### config.mk
export PLATFORM = sky130hd
export DESIGN_NAME = fault_class_counters
export DESIGN_NICKNAME = d
export VERILOG_FILES = /design/src/rtl/fault_tally_pkg.sv /design/src/rtl/fault_class_counters.sv
export SDC_FILE = /design/constraint.sdc
export NUM_CORES = 1
export LEC_CHECK = 0
export BUFFER_PORTS_ARGS = -buffer_cell sky130_fd_sc_hd__buf_2
export CORE_MARGIN = 3
export CORE_UTILIZATION = 35
export DETAILED_ROUTE_END_ITERATION = 8
export PLACE_DENSITY_LB_ADDON = 0.1
export SLEW_MARGIN = 20
export SYNTH_ARGS = -nofsm -noshare
export SYNTH_HDL_FRONTEND = slang
export SYNTH_SLANG_ARGS = --single-unit
export TNS_END_PERCENT = 30
### constraint.sdc
create_clock -name clk -period 2.75 [get_ports clk]
set_input_delay 0.6875 -clock clk [delete_from_list [all_inputs] [get_ports clk]]
set_output_delay 0.6875 -clock clk [all_outputs]
set_load 0.1 [all_outputs]
### src/rtl/fault_tally_pkg.sv
// Shared constants and the class-to-category mapping for the fault tally unit.
// Assumes class codes are dense from 0 and categories are numbered 0..4.
package fault_tally_pkg;
    localparam int NUM_CLASSES = 12;
    localparam int NUM_CATS    = 5;
    localparam int CODE_W      = 4;
    localparam int SCALE       = 10000;
    localparam int SCALE_W     = 14;

    typedef enum logic [2:0] {
        CAT_DET   = 3'd0,
        CAT_POSS  = 3'd1,
        CAT_UNDET = 3'd2,
        CAT_AUNT  = 3'd3,
        CAT_NDET  = 3'd4
    } cat_e;

    // Map a class index to the category it rolls up into.
    function automatic cat_e class_to_cat(input int idx);
        if (idx <= 2)      return CAT_DET;
        else if (idx <= 4) return CAT_POSS;
        else if (idx <= 8) return CAT_UNDET;
        else if (idx == 9) return CAT_AUNT;
        else               return CAT_NDET;
    endfunction
endpackage

### src/rtl/fault_class_counters.sv
// One saturating counter per fault class, plus an out-of-range code flag.
// Assumes in_code is only meaningful while in_valid is high; clr wins over a beat.
module fault_class_counters
    import fault_tally_pkg::*;
#(
    parameter int CNT_W = 16
) (
    input  logic                              clk,
    input  logic                              rst_n,
    input  logic                              clr,
    input  logic                              in_valid,
    input  logic [CODE_W-1:0]                 in_code,
    output logic [NUM_CLASSES-1:0][CNT_W-1:0] cnt,
    output logic                              err_code
);
    localparam logic [CNT_W-1:0] CNT_MAX = {CNT_W{1'b1}};

    logic code_bad;
    assign code_bad = in_valid && (in_code >= CODE_W'(NUM_CLASSES));

    // Flag an out-of-range code one cycle after it is seen.
    always_ff @(posedge clk) begin
        if (!rst_n) err_code <= 1'b0;
        else        err_code <= code_bad;
    end


    err_flag_chk: assert property (@(posedge clk) disable iff (!rst_n)
        code_bad |=> err_code);

    for (genvar g = 0; g < NUM_CLASSES; g++) begin : g_cls
        logic hit;
        assign hit = in_valid && (in_code == CODE_W'(g));

        // Count beats of this class, holding at the ceiling.
        always_ff @(posedge clk) begin
            if (!rst_n || clr)               cnt[g] <= '0;
            else if (hit && cnt[g] != CNT_MAX) cnt[g] <= cnt[g] + 1'b1;
        end


        sat_hold_chk: assert property (@(posedge clk) disable iff (!rst_n)
            (cnt[g] == CNT_MAX && !clr) |=> cnt[g] == CNT_MAX);

        cnt_mono_chk: assert property (@(posedge clk) disable iff (!rst_n)
            !clr |=> cnt[g] >= $past(cnt[g]));
    end
endmodule

* Word-level counts from Yosys, hierarchy flattened
Cells that the tools add are included.
Widths: inputs -> output; s select.
** Word-level totals
- Bits in registers :: 193
- Output and inout port bits :: 193
- Input bits :: 8
- Word-level logic and storage cells :: 77
** Cells by class
- Add/sub/neg operators :: 12
- Equality and inequality tests :: 23
- $lt $le $gt $ge :: 1
- Reductions and logical operators :: 28
** Operators by type and width (count)
- $add 16x1->16 const B :: 12
- $ne 16x16->1 const B :: 12
- $logic_and 1x1->1 :: 25
- $eq 4x3->1 const B :: 4
- $eq 4x4->1 const B :: 4
- $eq 4x2->1 const B :: 2
- $eq 4x1->1 const B :: 1
- $ge 4x4->1 const B :: 1
- $logic_not 4->1 :: 1
- $logic_not 1->1 :: 1
- $logic_or 1x1->1 :: 1

* Logic depth before layout (Yosys ltp)
Gate-level depths: netlist (run 1).
- Depth in word-level cells :: 3
- Depth in mapped cells :: 7

* Worst setup path before layout (run 1)
OpenSTA, ideal clock, no wires.
- Kind :: register to register
- Start point :: reg cnt[32] in the netlist's numbering
- End point :: reg cnt[32] in the netlist's numbering
- Library setup time :: 0.128 ns
- Stages on the path, launching flop included :: 7
- Data arrival time :: 2.661 ns
- Setup slack :: -0.039 ns
- Period minus slack after synthesis :: 2.789 ns
- Required time :: 2.622 ns
- Path buffers :: 0
- Path through :: dfxtp_1 > ha_1 > nand3_1 > nor4_1 > nor2_1 > xnor2_1 > nor2_1
** On the way
- Longest elaborated chain between the ends :: 2
- Elaborated cells between the ends (all ways) :: 3
- Those cells by class :: add/sub (1); eq/ne (1); reduce/logical (1)
** RTL lines
- start: declaration :: RTL line fault_class_counters.sv:13 : output logic [NUM_CLASSES-1:0][CNT_W-1:0] cnt,
- start signal: indexed assignment :: RTL line fault_class_counters.sv:37 : if (!rst_n || clr) cnt[g] <= '0;
- branches (longest 2 deep; another with $add 16x1->16)
Parallel ways; which one is timed is not known.
A chain may end at the register's enable or synchronous reset.

* Final worst setup path (run 1)
- Start point :: in in_code[0]
- End point :: reg cnt[10] in the netlist's numbering
** On the way
- Longest elaborated chain between the ends :: 3
** RTL lines
- start: declaration :: RTL line fault_class_counters.sv:12 : input logic [CODE_W-1:0] in_code,
- $logic_not 4->1 :: RTL line fault_class_counters.sv:33 : assign hit = in_valid && (in_code == CODE_W'(g));
- $logic_and 1x1->1 :: RTL line fault_class_counters.sv:33
- $logic_and 1x1->1 :: RTL line fault_class_counters.sv:38 : else if (hit && cnt[g] != CNT_MAX) cnt[g] <= cnt[g] + 1'b1;
Every way passes these cells.

==> results of run 1 <==
cell families after synthesis:
family	count (synthesis)
xor gates and xnor gates	141
muxes	9
and+or+nand+nor	631
DFF	193
buffers and inverters	48
AOI/OAI and AO/OA	94
adders and majority gates	12
area by class of cell:
class                   instances  area, µm²  share of cell area
diodes                          1       2.50            0.000216
clock buffers                  17        425              0.0368
clock inverters                14        124              0.0107
inverters                      13       48.8             0.00422
multi-input cells             887       5410               0.468
flip-flops and latches        193       3870               0.335
well taps                     335        419              0.0363
repair buffers                232       1270               0.110
routing by layer:
layer,track usage,share of wire
met1,0.248,0.49
met2,0.291,0.46
met3,0.0388,0.044
met4,0.0413,0.0086
met5,0,0
power by group through the flow:
stage	Sequential [mW]	Combinational, mW	Clock [mW]
finish	2.80	0.153	2.39
global route	2.80	0.168	2.59
CTS	2.80	0.157	2.48
detailed placement	2.86	0.157	0
global placement	2.86	0.155	0
floorplan	2.88	0.0762	0
layout by cell type (no fill, tap or decap), types with 8 or more instances in the layout:
cell type  count
o211ai_1       8
a211oi_1      10
o21ai_0       21
mux2i_1        9
nand2_1       85
inv_1         13
nand4_1       70
dfxtp_1      190
and3_1        24
nor3_1        56
ha_1          12
a21oi_1       26
nand3_1       61
xnor2_1      117
or4_1          9
and4_1        18
buf_2        200
clkbuf_16     17
xor2_1        24
nor4_1        45
nor3b_1       16
buf_4         30
nor2_1       187
nor4b_1       13
path summary, 6_finish.rpt:
check | startpoint | to | depth (start not counted)
worst min-delay path | cnt[129] | cnt[129] | 2
worst max register to register | cnt[96] | cnt[110] | 6
worst max-delay path | in_code[0] | cnt[10] | 6
worst min register to register | cnt[129] | cnt[129] | 2
synth_stat cells, types with 10 or more instances:
master / instances / area [µm²]
o21ai_0: 21 / 105
xnor2_1: 117 / 1020
nand3_1: 61 / 305
xor2_1: 24 / 210
inv_1: 13 / 48.8
nor2_1: 187 / 702
nand2_1: 85 / 319
nor3b_1: 16 / 120
a211oi_1: 10 / 75.1
nor4_1: 45 / 282
nor4b_1: 13 / 114
dfxtp_1: 193 / 3860
clkbuf_1: 31 / 116
a21oi_1: 26 / 130
nor3_1: 56 / 280
and4_1: 18 / 158
and3_1: 24 / 150
nand4_1: 70 / 438
ha_1: 12 / 150
sequential cells by signal, summed over array words and instances, names as in the netlist:
signal    flops
cnt         192
err_code      1
worst min-delay path: cells and delay by family (launching register included):
kind	cells	cell delay, ps
compound gates	1	60
flops	1	340
simple gates	1	60
stage by stage:
stage                     std cells  setup TNS [ps]
after floorplan                1128           -41.8
after global routing           1691               0
after global placement         1660               0
final                          1692               0
after detailed placement       1660               0
after CTS                      1691               0
==> summary.md, run 1 <==
| Metric | Value |
|---|---|
| Die Area | `29100 µm²` |
| Crit path DAT | `2610 ps` |
| Sequential share of power | `0.523` |
| Die width | `171 µm` |
| Setup Buffers After CTS | `0` |
| Crit-path cells | `buf_2 > or3b_1 > or4_4 > nor3_4 > or3b_1 > a21oi_1` |
| Final period utilization | `0.822` |
| Number of synthesized flops with an enable pin | `0` |
| Starting Density | `0.360` |
| Clk sinks | `193` |
| Root Buffer | `clkbuf_16` |
| CTS hold repair buffers | `0` |
| Yosys reg bits | `193` |
| Final setup skew | `13.5 ps` |
| Wirelength per Cell | `15.8 µm` |
| Slew Limit Fails | `0` |
| Share of cells above drive strength 1 | `0.211` |
| Compound-gate portion of the synthesized area | `0.0660` |
| Cells after synthesis | `1128` |
| Hold_ws | `500 ps` |
| Final Setup Violations | `0` |
| Initial antenna violation count | `0` |
| Highest-delay cell along the critical path | `or4_4` |
| CP Data Required Time | `3090 ps` |
| Antenna-violating nets left | `0` |
| # DRC | `0` |
| Most frequent CP cell | `or3b_1` |
| Final Wtd Congestion | `0.818` |
| Max Buffers Root-to-Sink | `2` |
| Post-Synth Adder-Cell Area | `0.0158` |
| Sw power | `1.32 mW` |
| Worst reg2reg setup slack | `590 ps` |
| Vias in the first global route | `7964` |
| Layout area overhead | `21.8%` |
| Clk pwr share | `0.448` |
| Hold Crit Class | `flip-flop to flip-flop` |
| Outcome | `completed` |
| I/O pin count | `201` |
| Top FF cell, synth | `dfxtp_1` |
| Unique masters post-synth | `55` |
| Crit Path Max Fanout | `8` |
| Total track usage | `0.180` |
| Leak pwr | `4.20 nW` |
| Clk_lat worst skew | `430 ps` |
| Yosys warns | `0` |
| Largest family of logic cells by synthesized area | `simple AND/OR/NAND/NOR gates` |
| Setup WS post-layout | `489 ps` |
| Maxcap violations | `0` |
| DPL Wire Length | `19800 µm` |
| Setup CP Type | `input pin to flip-flop` |
| Initial DRC Count | `509` |
| Tmin final | `2260 ps` |
| Clock transition at the registers of the reported paths | `70 ps` |
| Register area share after synthesis | `0.407` |
| FFs w/ async S/R, synth | `0` |
| CP max stage delay | `600 ps` |
| Sw frac | `0.247` |
| Port bufs | `200` |
| Fillers | `2718` |
| Post-synthesis xor/xnor area fraction | `0.130` |
| Cell-internal power | `4.02 mW` |
| Final Hold Viols | `0` |
| Avg Inst Size Synth | `8.42 µm²` |
| Post-synthesis mux area share | `0.00949` |
| CP Launch Type | `input pin` |
| H-tree depth | `4` |
| Worst-margin pin slew | `728 ps` |
| Peak supply drop | `0.294 mV` |
| RSZ-0062 raised after global routing | `no` |
| Logic gate share of total power | `0.029` |
| CTS-repair resized insts | `0` |
| Simple-gate share of the synthesized area | `0.347` |
| DR vias | `8892` |
| Fin nets | `1364` |
| Post-Route Utilization | `0.439` |
| DRT Pass-1 Iters | `4` |
| Pwr per Cell Area | `462 nW/µm²` |
| Slew HR | `0.510` |
| CP Buf/Inv Count | `1` |
| CTS Buf Count | `17` |
| Cell area after synthesis | `9500 µm²` |
| Achievable frequency | `442 MHz` |
| Largest delay share family, worst path | `simple AND/OR/NAND/NOR gates` |
| Largest net degree at the start of global routing | `63` |
| Design Power | `5.34 mW` |
| Final Cell Area | `11600 µm²` |
| Core Footprint | `26400 µm²` |
| Placement Cell Area | `11000 µm²` |
| Dpl ws | `76.2 ps` |
| Crit path capture type | `flip-flop` |
| DRT Wirelength | `26800 µm` |
| Die Y | `171 µm` |
| Site Rows | `59` |
| Global route total overflow | `0` |
| First-pass GRT wire length | `42900 µm` |
| Synthesized netlist net count | `1148` |
| Post-DR vias/cell | `5.26` |
| TritonCTS clock tree | `yes` |
Note: power is estimated with default switching activity, not from simulation.
==> inputs of run 2 (changes only) <==
--- a/config.mk
+++ b/config.mk
@@ -5,6 +5,7 @@
 export SDC_FILE = /design/constraint.sdc
 export NUM_CORES = 1
 export LEC_CHECK = 0
+export ABC_AREA = 1
 export BUFFER_PORTS_ARGS = -buffer_cell sky130_fd_sc_hd__buf_2
 export CORE_MARGIN = 3
 export CORE_UTILIZATION = 35
==> constraint.sdc (replaced) <==
create_clock -name clk -period 2.25 [get_ports clk]
set_input_delay 0.5625 -clock clk [delete_from_list [all_inputs] [get_ports clk]]
set_output_delay 0.5625 -clock clk [all_outputs]
set_load 0.1 [all_outputs]
==> summary.md, run 2 <==
| Metric | Value |
|---|---|
| Outcome | `completed` |
| DRT Pass-1 Iters | `5 (+1)` |
| Sequential share of power | `0.496 (-0.027)` |
| Global route total overflow | `0 (unchanged)` |
| Die width | `181 µm (+6.0%)` |
| Clk_lat worst skew | `440 ps (about the same)` |
| Number of synthesized flops with an enable pin | `0 (unchanged)` |
| FFs w/ async S/R, synth | `0 (unchanged)` |
| CTS-repair resized insts | `0 (unchanged)` |
| H-tree depth | `4 (unchanged)` |
| Slew Limit Fails | `0 (unchanged)` |
| Leading cell types in the layout, fill and taps excluded | `nand2_1, nor2_1, buf_2` |
| Largest delay share family, worst path | `buffers and inverters` |
| RSZ-0062 raised after global routing | `no` |
| Fin nets | `2031 (+49%)` |
| Sw frac | `0.232 (-0.0148)` |
| CP max stage delay | `490 ps (-110 ps)` |
| Core Footprint | `29900 µm² (+13%)` |
| Clk pwr share | `0.469 (+0.021)` |
| Hold_ws | `408 ps (-92.0 ps)` |
| Antenna-violating nets left | `0 (unchanged)` |
| Area fraction of the dominant cell type after synthesis | `0.361 (-0.0462)` |
| Clk sinks | `193 (unchanged)` |
| Sw power | `1.60 mW (+21%)` |
| Worst setup path end | `cnt[75]` |
| Hold Crit Class | `input pin to flip-flop` |
| Crit path DAT | `1420 ps (-1190 ps)` |
| Commonest non-fill, non-tap cell in the layout | `nand2_1` |
| Biggest regs | `cnt: 192 flops, err_code: 1 flops` |
| Worst R2R Start | `cnt[160]` |
| RR Endpoint | `cnt[175]` |
| Achievable frequency | `505 MHz` |
| DPL Wire Length | `23600 µm (+20%)` |
| Worst Hold Launch | `in_code[3]` |
| Maxcap violations | `0 (unchanged)` |
| Design Power | `6.90 mW (+29%)` |
| Post-Route Utilization | `0.430 (-0.00881)` |
| Worst-margin pin slew | `527 ps (-202 ps)` |
| Most flops, register | `cnt` |
| Setup CP Type | `flip-flop to output pin` |
| Crit Path Max Fanout | `6 (-2)` |
| Yosys reg bits | `193 (unchanged)` |
| First-pass GRT wire length | `51900 µm (+21%)` |
| Register area share after synthesis | `0.361 (-0.0462)` |
| Initial antenna violation count | `5 (+5)` |
| Slew HR | `0.648 (+0.138)` |
| Levels on crit path | `1 (-5)` |
| Initial DRC Count | `639 (+26%)` |
| Final Setup Violations | `0 (unchanged)` |
| TritonCTS clock tree | `yes` |
| Pwr per Cell Area | `538 nW/µm² (+16%)` |
| Final Hold Viols | `0 (unchanged)` |
| Layout area overhead | `19.9%` |
| Most instantiated library cell after synthesis | `nand2_1` |
| Cells after synthesis | `1809 (+60%)` |
| Vias in the first global route | `10500 (+32%)` |
| Cell area after synthesis | `10700 µm² (+13%)` |
| Leak pwr | `5.12 nW (+22%)` |
| Top FF cell, synth | `dfxtp_1` |
| CP Launch Type | `flip-flop` |
| R2R cell count | `8 (+2)` |
| Peak supply drop | `0.482 mV (+64%)` |
| CP Launch Point | `cnt[75]` |
| Setup_tns | `0 ps (unchanged)` |
| Final period utilization | `0.881` |
| Setup Buffers After CTS | `0 (unchanged)` |
| Largest net degree at the start of global routing | `65 (+3.2%)` |
| Dpl ws | `200 ps (+124 ps)` |
| Unique masters post-synth | `24 (-56%)` |
| Largest register FFs | `192 (unchanged)` |
| CP Data Required Time | `1690 ps (-1400 ps)` |
| Placement Cell Area | `12200 µm² (+11%)` |
| Final Wtd Congestion | `0.883 (+8.0%)` |
| Post-DR vias/cell | `4.87 (-7.3%)` |
| CTS Buf Count | `17 (unchanged)` |
| Top post-synthesis cells by area | `dfxtp_1, nand2_1, nor2_1` |
| DR vias | `11800 (+32%)` |
| Die Area | `32700 µm² (+12%)` |
| Total track usage | `0.189 (+0.00832)` |
| CTS hold repair buffers | `0 (unchanged)` |
| Crit-path cells | `buf_2` |
| Worst reg2reg setup slack | `450 ps (-140 ps)` |
| Cell-internal power | `5.30 mW (+32%)` |
| Site Rows | `63 (+6.8%)` |
| Starting Density | `0.359 (-0.00180)` |
| # DRC | `0 (unchanged)` |
| Setup WS post-layout | `268 ps (-221 ps)` |
| CP Buf/Inv Count | `1 (unchanged)` |
| Wirelength per Cell | `13.1 µm (-17%)` |
| Port bufs | `200 (unchanged)` |
| Clock transition at the registers of the reported paths | `70 ps (about the same)` |
| Final setup skew | `7.03 ps (-6.43 ps)` |
| Final Cell Area | `12800 µm² (+11%)` |
| Share of cells above drive strength 1 | `0.131 (-0.0800)` |
| Logic gate share of total power | `0.036 (+0.007)` |
| Die Y | `181 µm (+6.0%)` |
| Highest-delay cell along the critical path | `buf_2` |
| Root Buffer | `clkbuf_16` |
| Yosys warns | `0 (unchanged)` |
| Top cells by count, synth | `nand2_1, nor2_1, dfxtp_1, nand3_1, a21oi_1` |
| Largest area contributor in the netlist | `dfxtp_1` |
| Max Buffers Root-to-Sink | `2 (unchanged)` |
| Inst Count DP | `2382 (+43%)` |
| Synthesized netlist net count | `1829 (+59%)` |
| DRT Wirelength | `31600 µm (+18%)` |
| I/O pin count | `201 (unchanged)` |
| Avg Inst Size Synth | `5.92 µm² (-30%)` |
| Crit path capture type | `output pin` |
| Non-filler instance count after layout | `2417 (+43%)` |
| Tmin final | `1980 ps` |
[run 2: cells by family (layout without fill, tap and decap cells)]
logic type               after synthesis  in the layout  share of synthesized area
flip-flops                           193            193                      0.361
other                                  0              3                          0
adder cells (fa/ha/maj)               12             12                     0.0140
AO/OA/AOI/OAI                        170            170                     0.0798
buffers and inverters                169            384                     0.0611
XOR/XNOR                               7              7                    0.00572
AND/OR/NAND/NOR                     1258           1258                      0.479
[run 2: per-layer routing]
| layer | vias to the layer above | routed length [µm] | track usage |
|---|---|---|---|
| met1 | 5286 | 15200 | 0.249 |
| met5 | - | 27 | 0 |
| met4 | 4 | 435 | 0.0615 |
| met2 | 259 | 14200 | 0.306 |
| li1 | 6189 | - | - |
| met3 | 33 | 1730 | 0.0423 |
[run 2: worst min-delay path by stage]
stage          slack [ps]        to  cells after the start
2_1_floorplan         690  err_code                      2
4_1_cts               390  err_code                      3
6_report              410  err_code                      3
3_5_place_dp          480  cnt[129]                      2
3_3_place_gp          480  cnt[129]                      2
5_1_grt               420  err_code                      3
[run 2: power groups by stage]
| stage | Sequential [mW] | Clock [mW] | Combinational [mW] |
|---|---|---|---|
| final | 3.42 | 3.24 | 0.246 |
| after global placement | 3.50 | 0 | 0.246 |
| after floorplan | 3.53 | 0 | 0.147 |
| after CTS | 3.42 | 3.35 | 0.250 |
| after detailed placement | 3.50 | 0 | 0.249 |
| after global routing | 3.42 | 3.50 | 0.276 |
[run 2: cell type report]
cell class	instances	area [µm²]
sequential	193	3870
inverter	138	518
antenna	3	7.51
fill	3256	17000
multi-input combinational	1447	6200
timing repair buffer	214	1140
clock inverter	12	158
clock buffer	20	457
tap	390	488
